===== config.mk =====
export PLATFORM = sky130hd
export DESIGN_NAME = result_fifo_thresh
export DESIGN_NICKNAME = d
export VERILOG_FILES = /design/src/rtl/rfq_pkg.sv /design/src/rtl/rfq_ctrl.sv /design/src/rtl/rfq_store.sv /design/src/rtl/rfq_thresh.sv /design/src/rtl/rfq_regs.sv /design/src/rtl/result_fifo_thresh.sv
export SDC_FILE = /design/constraint.sdc
export NUM_CORES = 1
export LEC_CHECK = 0
export BUFFER_PORTS_ARGS = -buffer_cell sky130_fd_sc_hd__buf_4
export CORE_MARGIN = 2
export CORE_UTILIZATION = 53
export DETAILED_ROUTE_END_ITERATION = 6
export GPL_TIMING_DRIVEN = 0
export PLACE_DENSITY_LB_ADDON = 0.12
export SKIP_LAST_GASP = 1
export SLEW_MARGIN = 20
export SYNTH_ARGS = -nofsm -noshare
export SYNTH_HDL_FRONTEND = slang
export SYNTH_HIERARCHICAL = 1
export SYNTH_SLANG_ARGS = --single-unit

===== constraint.sdc =====
create_clock -name clk -period 5.45 [get_ports clk]
set_clock_uncertainty 0.15 [all_clocks]
set_input_delay 1.09 -clock clk [delete_from_list [all_inputs] [get_ports clk]]
set_output_delay 1.09 -clock clk [all_outputs]
set_load 0.02 [all_outputs]

===== src/rtl/rfq_pkg.sv =====
`timescale 1ns/1ps
package rfq_pkg;

    typedef enum logic [1:0] {
        ST_EMPTY = 2'd0,
        ST_FILL  = 2'd1,
        ST_FULL  = 2'd2,
        ST_STALL = 2'd3
    } rfq_state_e;

    localparam logic [2:0] RA_THRESH = 3'd0;
    localparam logic [2:0] RA_CTRL   = 3'd1;
    localparam logic [2:0] RA_DEPTH  = 3'd2;
    localparam logic [2:0] RA_STATUS = 3'd3;
    localparam logic [2:0] RA_COUNT  = 3'd4;
    localparam logic [2:0] RA_LEVEL  = 3'd5;

    localparam int CB_IEN = 0;
    localparam int CB_IGN = 1;

    localparam int SB_THR   = 0;
    localparam int SB_OVR   = 1;
    localparam int SB_EMPTY = 2;
    localparam int SB_FULL  = 3;
    localparam int SB_STALL = 4;

endpackage


===== src/rtl/rfq_ctrl.sv =====
`timescale 1ns/1ps
module rfq_ctrl
    import rfq_pkg::*;
#(
    parameter int DEPTH_MAX = 64,
    localparam int AW = (DEPTH_MAX > 1) ? $clog2(DEPTH_MAX) : 1,
    localparam int LW = $clog2(DEPTH_MAX + 1)
) (
    input  logic          clk,
    input  logic          rst_n,
    input  logic          flush,
    input  logic          wr_req,
    input  logic          rd_req,
    input  logic          ovr_ign,
    input  logic [AW-1:0] depth_m1,
    output logic [AW-1:0] wr_ptr,
    output logic [AW-1:0] rd_ptr,
    output logic          push,
    output logic          pop,
    output logic          drained,
    output logic          ovr_set,
    output logic [LW-1:0] level,
    output rfq_state_e    state
);

    rfq_state_e    state_q, state_d, settle;
    logic [AW-1:0] wr_ptr_q, rd_ptr_q;
    logic [LW-1:0] level_q, level_d, depth;
    logic          overwrite;

    assign depth = LW'(depth_m1) + LW'(1);

    function automatic logic [AW-1:0] ptr_next(input logic [AW-1:0] p,
                                               input logic [AW-1:0] lim);
        return (p == lim) ? '0 : p + AW'(1);
    endfunction

    // state register
    always_ff @(posedge clk or negedge rst_n) begin
        if (!rst_n) state_q <= ST_EMPTY;
        else        state_q <= state_d;
    end

    // per-cycle decisions (outputs)
    always_comb begin
        push      = 1'b0;
        pop       = 1'b0;
        overwrite = 1'b0;
        ovr_set   = 1'b0;
        if (!flush) begin
            pop = rd_req && (level_q != '0);
            unique case (state_q)
                ST_EMPTY, ST_FILL: push = wr_req;
                ST_FULL: begin
                    if (wr_req && pop) begin
                        push = 1'b1;
                    end else if (wr_req && ovr_ign) begin
                        push      = 1'b1;
                        overwrite = 1'b1;
                    end else if (wr_req) begin
                        ovr_set = 1'b1;
                    end
                end
                ST_STALL: ovr_set = wr_req;
            endcase
        end
        level_d = overwrite ? level_q : (level_q + LW'(push) - LW'(pop));
        drained = pop && !push && (level_q == LW'(1));
    end

    // next state
    always_comb begin
        if (level_d == '0)        settle = ST_EMPTY;
        else if (level_d == depth) settle = ST_FULL;
        else                       settle = ST_FILL;
        state_d = state_q;
        if (flush) begin
            state_d = ST_EMPTY;
        end else begin
            unique case (state_q)
                ST_EMPTY, ST_FILL: state_d = settle;
                ST_FULL:           state_d = ovr_set ? ST_STALL : settle;
                ST_STALL:          state_d = (level_d == '0) ? ST_EMPTY : ST_STALL;
            endcase
        end
    end

    always_ff @(posedge clk or negedge rst_n) begin
        if (!rst_n) begin
            wr_ptr_q <= '0;
            rd_ptr_q <= '0;
            level_q  <= '0;
        end else if (flush) begin
            wr_ptr_q <= '0;
            rd_ptr_q <= '0;
            level_q  <= '0;
        end else begin
            if (push)              wr_ptr_q <= ptr_next(wr_ptr_q, depth_m1);
            if (pop || overwrite)  rd_ptr_q <= ptr_next(rd_ptr_q, depth_m1);
            level_q <= level_d;
        end
    end

    assign wr_ptr = wr_ptr_q;
    assign rd_ptr = rd_ptr_q;
    assign level  = level_q;
    assign state  = state_q;

endmodule


===== src/rtl/rfq_store.sv =====
`timescale 1ns/1ps
module rfq_store #(
    parameter int DATA_W    = 12,
    parameter int DEPTH_MAX = 64,
    localparam int AW = (DEPTH_MAX > 1) ? $clog2(DEPTH_MAX) : 1
) (
    input  logic              clk,
    input  logic              rst_n,
    input  logic              we,
    input  logic [AW-1:0]     waddr,
    input  logic [DATA_W-1:0] wdata,
    input  logic              pop,
    input  logic              rd_req,
    input  logic [AW-1:0]     raddr,
    output logic [DATA_W-1:0] rd_data,
    output logic              rd_void
);

    logic [DATA_W-1:0] mem [DEPTH_MAX];

    always_ff @(posedge clk) begin
        if (we) mem[waddr] <= wdata;
    end

    always_ff @(posedge clk or negedge rst_n) begin
        if (!rst_n) begin
            rd_data <= '0;
            rd_void <= 1'b1;
        end else if (pop) begin
            rd_data <= mem[raddr];
            rd_void <= 1'b0;
        end else if (rd_req) begin
            rd_void <= 1'b1;
        end
    end

endmodule


===== src/rtl/rfq_thresh.sv =====
`timescale 1ns/1ps
module rfq_thresh #(
    parameter int THR_W   = 8,
    parameter int RST_THR = 4,
    localparam int CNT_W  = THR_W + 2
) (
    input  logic                    clk,
    input  logic                    rst_n,
    input  logic                    flush,
    input  logic [THR_W-1:0]        load_val,
    input  logic [THR_W-1:0]        thr_value,
    input  logic                    push,
    input  logic                    pop,
    input  logic                    drained,
    input  logic                    flag_clr,
    output logic signed [CNT_W-1:0] cnt,
    output logic                    flag
);

    localparam logic signed [CNT_W-1:0] CNT_MIN = {1'b1, {(CNT_W-1){1'b0}}};
    localparam logic signed [CNT_W-1:0] CNT_RST = CNT_W'(RST_THR);

    logic signed [CNT_W-1:0] cnt_q;
    logic                    flag_q, hit;

    function automatic logic signed [CNT_W-1:0] widen(input logic [THR_W-1:0] v);
        return $signed({{(CNT_W-THR_W){1'b0}}, v});
    endfunction

    assign hit = push && !pop && (cnt_q == CNT_W'(1));

    always_ff @(posedge clk or negedge rst_n) begin
        if (!rst_n) begin
            cnt_q <= CNT_RST;
        end else if (flush) begin
            cnt_q <= widen(load_val);
        end else if (drained) begin
            cnt_q <= widen(thr_value);
        end else if (push && !pop) begin
            if (cnt_q != CNT_MIN) cnt_q <= cnt_q - CNT_W'(1);
        end else if (pop && !push) begin
            cnt_q <= cnt_q + CNT_W'(1);
        end
    end

    always_ff @(posedge clk or negedge rst_n) begin
        if (!rst_n)        flag_q <= 1'b0;
        else if (hit)      flag_q <= 1'b1;
        else if (flag_clr) flag_q <= 1'b0;
    end

    assign cnt  = cnt_q;
    assign flag = flag_q;

endmodule


===== src/rtl/rfq_regs.sv =====
`timescale 1ns/1ps
module rfq_regs
    import rfq_pkg::*;
#(
    parameter int THR_W     = 8,
    parameter int DEPTH_MAX = 64,
    parameter int RST_THR   = 4,
    parameter int REG_W     = 16,
    localparam int AW    = (DEPTH_MAX > 1) ? $clog2(DEPTH_MAX) : 1,
    localparam int LW    = $clog2(DEPTH_MAX + 1),
    localparam int CNT_W = THR_W + 2
) (
    input  logic                    clk,
    input  logic                    rst_n,
    input  logic                    reg_we,
    input  logic [2:0]              reg_addr,
    input  logic [REG_W-1:0]        reg_wdata,
    input  logic                    ovr_set,
    input  logic                    thr_flag,
    input  rfq_state_e              state,
    input  logic signed [CNT_W-1:0] cnt,
    input  logic [LW-1:0]           level,
    output logic [THR_W-1:0]        thr_value,
    output logic [THR_W-1:0]        load_val,
    output logic                    irq_en,
    output logic                    ovr_ign,
    output logic [AW-1:0]           depth_m1,
    output logic                    flush,
    output logic                    flag_clr,
    output logic                    ovr_flag,
    output logic [REG_W-1:0]        reg_rdata
);

    localparam logic [AW-1:0] DMAX_M1 = AW'(DEPTH_MAX - 1);

    logic [THR_W-1:0] thr_q;
    logic [AW-1:0]    dep_q, dep_wr;
    logic             ien_q, ign_q, ovr_q;
    logic             wr_thr, wr_dep, wr_ctl, wr_sts;
    logic [4:0]       sts;
    logic             unused_wbits;

    assign wr_thr = reg_we && (reg_addr == RA_THRESH);
    assign wr_dep = reg_we && (reg_addr == RA_DEPTH);
    assign wr_ctl = reg_we && (reg_addr == RA_CTRL);
    assign wr_sts = reg_we && (reg_addr == RA_STATUS);
    assign dep_wr = (reg_wdata[AW-1:0] > DMAX_M1) ? DMAX_M1 : reg_wdata[AW-1:0];
    assign unused_wbits = ^reg_wdata;

    always_ff @(posedge clk or negedge rst_n) begin
        if (!rst_n) begin
            thr_q <= THR_W'(RST_THR);
            dep_q <= DMAX_M1;
            ien_q <= 1'b0;
            ign_q <= 1'b0;
        end else begin
            if (wr_thr) thr_q <= reg_wdata[THR_W-1:0];
            if (wr_dep) dep_q <= dep_wr;
            if (wr_ctl) begin
                ien_q <= reg_wdata[CB_IEN];
                ign_q <= reg_wdata[CB_IGN];
            end
        end
    end

    always_ff @(posedge clk or negedge rst_n) begin
        if (!rst_n)                          ovr_q <= 1'b0;
        else if (ovr_set)                    ovr_q <= 1'b1;
        else if (wr_sts && reg_wdata[SB_OVR]) ovr_q <= 1'b0;
    end

    assign flush     = wr_thr || wr_dep;
    assign load_val  = wr_thr ? reg_wdata[THR_W-1:0] : thr_q;
    assign flag_clr  = wr_sts && reg_wdata[SB_THR];
    assign thr_value = thr_q;
    assign irq_en    = ien_q;
    assign ovr_ign   = ign_q;
    assign depth_m1  = dep_q;
    assign ovr_flag  = ovr_q;

    always_comb begin
        sts           = '0;
        sts[SB_THR]   = thr_flag;
        sts[SB_OVR]   = ovr_q;
        sts[SB_EMPTY] = (state == ST_EMPTY);
        sts[SB_FULL]  = (level == (LW'(dep_q) + LW'(1)));
        sts[SB_STALL] = (state == ST_STALL);
    end

    always_comb begin
        case (reg_addr)
            RA_THRESH: reg_rdata = REG_W'(thr_q);
            RA_CTRL:   reg_rdata = REG_W'({ign_q, ien_q});
            RA_DEPTH:  reg_rdata = REG_W'(dep_q);
            RA_STATUS: reg_rdata = REG_W'(sts);
            RA_COUNT:  reg_rdata = {{(REG_W-CNT_W){cnt[CNT_W-1]}}, cnt};
            RA_LEVEL:  reg_rdata = REG_W'(level);
            default:   reg_rdata = '0;
        endcase
    end

endmodule


===== src/rtl/result_fifo_thresh.sv =====
`timescale 1ns/1ps
module result_fifo_thresh
    import rfq_pkg::*;
#(
    parameter int DATA_W    = 12,
    parameter int DEPTH_MAX = 64,
    parameter int THR_W     = 8,
    parameter int RST_THR   = 4,
    parameter int REG_W     = 16
) (
    input  logic              clk,
    input  logic              rst_n,
    input  logic              conv_valid,
    input  logic [DATA_W-1:0] conv_data,
    input  logic              cpu_rd,
    output logic [DATA_W-1:0] cpu_data,
    output logic              cpu_void,
    input  logic              reg_we,
    input  logic [2:0]        reg_addr,
    input  logic [REG_W-1:0]  reg_wdata,
    output logic [REG_W-1:0]  reg_rdata,
    output logic              thr_irq
);

    localparam int AW    = (DEPTH_MAX > 1) ? $clog2(DEPTH_MAX) : 1;
    localparam int LW    = $clog2(DEPTH_MAX + 1);
    localparam int CNT_W = THR_W + 2;

    logic [AW-1:0]           wr_ptr, rd_ptr, depth_m1;
    logic                    push, pop, drained, ovr_set, flush;
    logic                    flag_clr, thr_flag, ovr_flag, irq_en, ovr_ign;
    logic [LW-1:0]           level;
    rfq_state_e              state;
    logic [THR_W-1:0]        thr_value, load_val;
    logic signed [CNT_W-1:0] cnt;

    rfq_ctrl #(.DEPTH_MAX(DEPTH_MAX)) u_ctrl (
        .clk(clk), .rst_n(rst_n), .flush(flush),
        .wr_req(conv_valid), .rd_req(cpu_rd), .ovr_ign(ovr_ign),
        .depth_m1(depth_m1), .wr_ptr(wr_ptr), .rd_ptr(rd_ptr),
        .push(push), .pop(pop), .drained(drained), .ovr_set(ovr_set),
        .level(level), .state(state)
    );

    rfq_store #(.DATA_W(DATA_W), .DEPTH_MAX(DEPTH_MAX)) u_store (
        .clk(clk), .rst_n(rst_n), .we(push), .waddr(wr_ptr),
        .wdata(conv_data), .pop(pop), .rd_req(cpu_rd), .raddr(rd_ptr),
        .rd_data(cpu_data), .rd_void(cpu_void)
    );

    rfq_thresh #(.THR_W(THR_W), .RST_THR(RST_THR)) u_thresh (
        .clk(clk), .rst_n(rst_n), .flush(flush), .load_val(load_val),
        .thr_value(thr_value), .push(push), .pop(pop), .drained(drained),
        .flag_clr(flag_clr), .cnt(cnt), .flag(thr_flag)
    );

    rfq_regs #(.THR_W(THR_W), .DEPTH_MAX(DEPTH_MAX), .RST_THR(RST_THR),
               .REG_W(REG_W)) u_regs (
        .clk(clk), .rst_n(rst_n), .reg_we(reg_we), .reg_addr(reg_addr),
        .reg_wdata(reg_wdata), .ovr_set(ovr_set), .thr_flag(thr_flag),
        .state(state), .cnt(cnt), .level(level), .thr_value(thr_value),
        .load_val(load_val), .irq_en(irq_en), .ovr_ign(ovr_ign),
        .depth_m1(depth_m1), .flush(flush), .flag_clr(flag_clr),
        .ovr_flag(ovr_flag), .reg_rdata(reg_rdata)
    );

    assign thr_irq = thr_flag && irq_en;

endmodule


[Word level (Yosys, flattened, before mapping)]
Memory sizes are Yosys's and may differ from the RTL's. A register that Yosys moved wholly into a read port is not among the register bits.
Index checks and enable logic that the tools add are counted.
Operators by class
  add/subtract/negate cells: 7
  magnitude comparators: 1
  equal/unequal tests: 16
  multiplexer cells: 43
  reductions and logical operators: 31
Operators with widths (number)
  $pmux W16 S6: 1
  $mux W10: 5
  $mux W6: 7
  $mux W1: 19
  $eq A7 B7 Y1: 2
  $logic_and A1 B1 Y1: 14
  $mux W7: 2
  $add A6 B1 Y6 const B: 2
  $eq A6 B6 Y1: 2
  $add A10 B2 Y10 const B: 1
  $eq A10 B2 Y1 const B: 1
  $mux W2: 5
  $ne A10 B10 Y1 const B: 1
  $reduce_bool A2 Y1: 5
  $sub A10 B2 Y10 const B: 1
  $mux W8: 1
  $add A6 B1 Y7 const B: 1
  $add A7 B1 Y7: 1
  $eq A7 B1 Y1 const B: 1
  $logic_not A7 Y1: 1
  $reduce_bool A7 Y1: 1
  $sub A7 B1 Y7: 1
  $eq A3 B2 Y1 const B: 2
  $eq A3 B3 Y1 const B: 2
  14 further kinds: 19
Word-level totals
  register bits: 50
  RAM bits: 768
  word-level logic and storage cells: 111
  memories: 1
Memories
  u_store.mem: words 64, width 12, rd ports 1, clocked after memory_dff 1, wr ports 1, RTL line rfq_store.sv:19  | logic [DATA_W-1:0] mem [DEPTH_MAX];

[Depth between registers and ports, before layout]
  depth in word-level cells: 15
  gate-level depth with buffers: 18
  depth with buffers taken out: 17

[By module]
Netlist, hierarchy kept.
Modules (own cells, without submodules)
  rfq_store: instances 1, cells an instance 1358, area an instance 30163.9 um^2
  rfq_ctrl: instances 1, cells an instance 220, area an instance 1921.8 um^2
  rfq_regs: instances 1, cells an instance 119, area an instance 1261.2 um^2
  rfq_thresh: instances 1, cells an instance 114, area an instance 974.7 um^2
  result_fifo_thresh: instances 1, cells an instance 1, area an instance 6.3 um^2

[Worst setup path after synthesis]
No wires, ideal clock.
  path type: input-to-reg
  start point: input port reg_addr[0]
  end point: register u_ctrl.state_q[1] (netlist: u_ctrl/state[1])
  arrival: 4.619 ns
  required time: 5.180 ns
  path slack: 0.561 ns
  cell stages on the path: 16
  buffers on the path: 2
  cells stage by stage: buf_4 nor2_1 and3_1 buf_4 or2_1 nor2_1 ha_1 inv_1 ha_1 a211oi_1 o21bai_1 and3_1 a221oi_2 mux2_1 o2111a_1 a41o_1
RTL lines
  start, declared: RTL line result_fifo_thresh.sv:19  | input logic [2:0] reg_addr,
  $eq A3 B2 Y1 or $logic_not A3 Y1 (tied branches): RTL line rfq_regs.sv:44, rfq_regs.sv:43
  $logic_and A1 B1 Y1, on equally long branches: RTL line rfq_regs.sv:44, rfq_regs.sv:43
  $logic_or A1 B1 Y1 *: RTL line rfq_regs.sv:72  | assign flush = wr_thr || wr_dep;
  named net flush: RTL line result_fifo_thresh.sv:30  | logic push, pop, drained, ovr_set, flush;
  $mux W1 *: RTL line rfq_ctrl.sv:50  | if (!flush) begin
  named net pop: RTL line result_fifo_thresh.sv:30
  $sub A7 B1 Y7 *: RTL line rfq_ctrl.sv:67  | level_d = overwrite ? level_q : (level_q + LW'(push) - LW'(pop));
  $mux W7 *: RTL line rfq_ctrl.sv:67
  $eq A7 B7 Y1: RTL line rfq_ctrl.sv:74  | else if (level_d == depth) settle = ST_FULL;
  $mux W2: RTL line rfq_ctrl.sv:74
  $mux W2: RTL line rfq_ctrl.sv:73  | if (level_d == '0) settle = ST_EMPTY;
  $mux W2: RTL line rfq_ctrl.sv:82  | ST_FULL: state_d = ovr_set ? ST_STALL : settle;
  $pmux W2 S3 *: RTL line rfq_ctrl.sv:80  | unique case (state_q)
  $mux W2 *: RTL line rfq_ctrl.sv:77  | if (flush) begin
  named net u_ctrl.state_d[1]: RTL line rfq_ctrl.sv:26  | rfq_state_e state_q, state_d, settle;
  end signal, assigned: RTL line rfq_ctrl.sv:41  | else state_q <= state_d;
  end, declared: RTL line rfq_ctrl.sv:26
The timed path passes the listed nets; every way through them passes the cells marked *.
A chain may end at the register's enable or synchronous reset.

[Final worst setup path]
  start point: input port reg_addr[0]
  end point: register u_ctrl.state_q[0] (netlist: u_ctrl/state[0])
Same word-level chain as after synthesis.

==> impl_metrics.tcl <==
set metrics [dict create \
    status "completed" \
    clkTransAtPathRegs_ns 0.06 \
    min_period_ns 5.16 \
    antenna_found_initial 1 \
    crit_fanout 10 \
    netlist_area_mm2 0.0343 \
    synth_fa_ha_area_share_pct 0.678 \
    min_path_type "reg2reg" \
    num_rows 93 \
    cts_buffers 86 \
    worstSkewPairLatency_ns 0.63 \
    grt_overflow_total 0 \
    async_flop_share_pct 7.47 \
    wl_um 80800 \
    place_congestion 0.898 \
    cp-startpoint "reg_addr[0]" \
    hold_viol_final 0 \
    ys_seq_area_share_pct 71.7 \
    post_drt_wl_per_cell_um 28.0 \
    synth_top_family_by_area "multiplexers" \
    clockBufferDepth 3 \
    syn_avg_cell_area_um2 18.9 \
    slew_headroom_pct 21.6 \
    startpoint_type "input pin" \
    final_area_mm2 0.0387 \
    fin_crit_sh_pct 94.8 \
    grt_first_pass_wirelength_um 119000 \
    synth_most_common_cell "edfxtp_1" \
    holdPathStages 1 \
    final_layout_size_suffix_gt1_share_pct 28.8 \
    core_mm2 0.0642 \
    r2r-end "u_ctrl/state[0]$_DFF_PN0_" \
    drtIter0Drc 1777 \
    hold_ws_ns 0.333 \
    synthTopCellsByArea "edfxtp_1, mux4_2, dfrtp_1" \
    rr_worst_depth 15 \
    netlist_top_cells_count "edfxtp_1, mux4_2, nor2_1, dfrtp_1, mux2i_1" \
    yosysWarnings 6 \
    drc 0 \
    grtUsageTotal_pct 24.5 \
    cap_violations 0 \
    synth_edf_count 768 \
    synth-simple-area-share_pct 4.63 \
    htreeDepth 3 \
    area_delta_synth_final_pct 12.8 \
    final_cells 2888 \
    tightestPinTransition_ns 1.17 \
    timing.reg2reg.setup_slack_ns 0.38 \
    clock_tree.root_cell "clkbuf_16" \
    synth_top_area_cell "edfxtp_1" \
    path_class "in2reg" \
    p_per_area_mw_per_mm2 487 \
    crit_arrival_ns 5.52 \
    die_w_um 259 \
    io_buffer_count 55 \
    grt_pass1_vias 17800 \
    cp-end-kind "register" \
    routed.top_layer "met5" \
    grt_max_degree 65 \
    ir_drop_mv 0.299 \
    dr_wl_met2_um 39000 \
    die_y_um 259 \
    ys_ff_latch 830 \
    final_nets 2015 \
    wl_met1_um 34000 \
    dpl_cell_area_mm2 0.0360 \
    r2r-start "u_ctrl/level[3]$_DFF_PN0_" \
    power_mw 18.9 \
    synth_top_area_share_pct 67.2 \
    routed_via_density 6.27 \
    dpl.cell_count 2728 \
    post_cts_buffers 0 \
    synthMuxAreaShare_pct 15.7 \
    cts_resized 0 \
    postCtsHoldBufs 0 \
    cts_sinks 830 \
    first_pass_iters 5 \
    cts_tree "built" \
    fmax_mhz 194 \
    syn-num-nets 1866 \
    io_pins 66 \
    setup_viol 0 \
    p_leak_nw 12.7 \
    initial_core_util_pct 53.4 \
    ant_nets 0 \
    num_vias 18100 \
    dp_hpwl_um 51100 \
    slew_viol_final 0 \
    required_ns 5.80 \
    yosys.cell_types.count 90 \
    syn_inst 1812 \
    synth_xor_area_share_pct 0.944 \
    synth_flop_cell "edfxtp_1" \
    rsz0062_at_grt "no" \
    synth_compound_area_share_pct 4.32 \
    die_area_mm2 0.0668 \
    wl_met3_um 6140 \
    endpoint "u_ctrl/state[0]$_DFF_PN0_" \
]
==> worst min path at each step <==
stage	endpoint	slack [ns]	start
2_1_floorplan	u_regs/ovr_flag$_DFFE_PN0P_	0.30	u_regs/ovr_flag$_DFFE_PN0P_
3_3_place_gp	u_regs/ovr_flag$_DFFE_PN0P_	0.31	u_regs/ovr_flag$_DFFE_PN0P_
3_5_place_dp	u_regs/ovr_flag$_DFFE_PN0P_	0.32	u_regs/ovr_flag$_DFFE_PN0P_
4_1_cts	u_regs/ovr_flag$_DFFE_PN0P_	0.33	u_regs/ovr_flag$_DFFE_PN0P_
5_1_grt	u_regs/ovr_flag$_DFFE_PN0P_	0.36	u_regs/ovr_flag$_DFFE_PN0P_
6_report	u_regs/ovr_flag$_DFFE_PN0P_	0.33	u_regs/ovr_flag$_DFFE_PN0P_
==> worst max-delay path, cell delays in order <==
cell and delay [ns]:
buf_4 0.16, nor2_1 0.09, and3_1 0.18, buf_4 0.17, or2_1 0.35, nor2_1 0.56
ha_1 0.33, inv_1 0.07, ha_1 0.27, a211oi_1 0.49, o21bai_1 0.23, and3_1 0.22
a221oi_2 0.32, mux2_1 0.37, o2111a_1 0.29, a311oi_1 0.33
==> registers in the layout, summed over array words and instances (netlist names) <==
signal	count
u_store/rd_data	12
u_regs/thr_value	8
u_ctrl/state	2
u_store/rd_void	1
u_ctrl/level	7
u_thresh/cnt	10
u_regs/depth_m1	6
u_ctrl/rd_ptr	6
u_regs/ovr_ign	1
u_store/mem	768
u_ctrl/wr_ptr	6
u_regs/irq_en	1
u_regs/ovr_flag	1
u_thresh/flag	1
==> per-layer routing <==
metal,track usage [%],vias to the layer above
met5,0,-
met3,4.78,111
met2,38.6,697
met1,35.6,9596
met4,6.50,2
li1,-,7705
==> report_power, final <==
group | total (mW) | leakage (nW) | switching, mW | internal, mW
logic | 5.72 | 3.71 | 3.29 | 2.42
registers | 7.58 | 7.66 | 0.332 | 7.25
clock network | 5.57 | 1.32 | 2.37 | 3.20
==> logic make-up (layout without fill, tap and decap cells) <==
logic type / after synthesis / count (layout)
DFF: 830 / 830
AOI/OAI and AO/OA: 205 / 205
buffers and inverters: 124 / 344
and+or+nand+nor: 294 / 294
xor gates and xnor gates: 37 / 37
adders and majority gates: 18 / 18
muxes: 304 / 304
other: 0 / 1
==> area by class of cell <==
class / instances / area (um2)
fillers: 4668 / 25500
flip-flops and latches: 830 / 24600
multi-input cells: 858 / 9190
clock buffers: 111 / 2320
well taps: 855 / 1070
plain buffers: 101 / 591
repair buffers: 61 / 480
clock inverters: 48 / 358
inverters: 23 / 88.8
diodes: 1 / 2.50
==> stage by stage <==
| step | setup WS [ns] | util (%) | TNS, ns |
|---|---|---|---|
| final | 0.285 | 60.3 | 0 |
| after floorplan | 0.561 | - | 0 |
| after global routing | 0.0379 | 60.3 | 0 |
| after global placement | -0.107 | 55.8 | -0.447 |
| after CTS | 0.404 | 60.3 | 0 |
| after detailed placement | -0.144 | 56.1 | -0.238 |
==> cells in the final DEF (no fill, tap or decap), types with 7 or more instances in the layout <==
| cell | Yosys | routed |
|---|---|---|
| mux2_2 | 52 | 52 |
| xnor2_1 | 18 | 18 |
| buf_6 | 11 | 17 |
| buf_2 | 31 | 31 |
| a21oi_1 | 37 | 37 |
| o21ai_0 | 34 | 34 |
| mux2_1 | 18 | 18 |
| nand2b_1 | 16 | 16 |
| edfxtp_1 | 768 | 768 |
| and2_1 | 8 | 8 |
| and3_1 | 9 | 9 |
| ha_1 | 17 | 17 |
| dfrtp_1 | 53 | 53 |
| nor2_1 | 112 | 52 |
| mux2i_1 | 53 | 53 |
| dfstp_2 | 9 | 9 |
| a221oi_2 | 9 | 9 |
| o22ai_1 | 28 | 28 |
| nand3_1 | 23 | 23 |
| nor2b_1 | 23 | 23 |
| xor2_1 | 19 | 19 |
| o221ai_1 | 12 | 12 |
| buf_4 | 21 | 76 |
| nor2_2 | 1 | 61 |
| clkinv_1 | 1 | 20 |
| clkbuf_16 | 0 | 89 |
| mux4_2 | 181 | 181 |
| a221oi_1 | 16 | 16 |
| clkbuf_1 | 36 | 57 |
| inv_1 | 21 | 21 |
| o21ai_1 | 11 | 11 |
| clkinv_2 | 0 | 18 |
| nor3_1 | 9 | 7 |
| nand2_1 | 37 | 37 |
No activity file was read; power rests on OpenSTA's default activity.
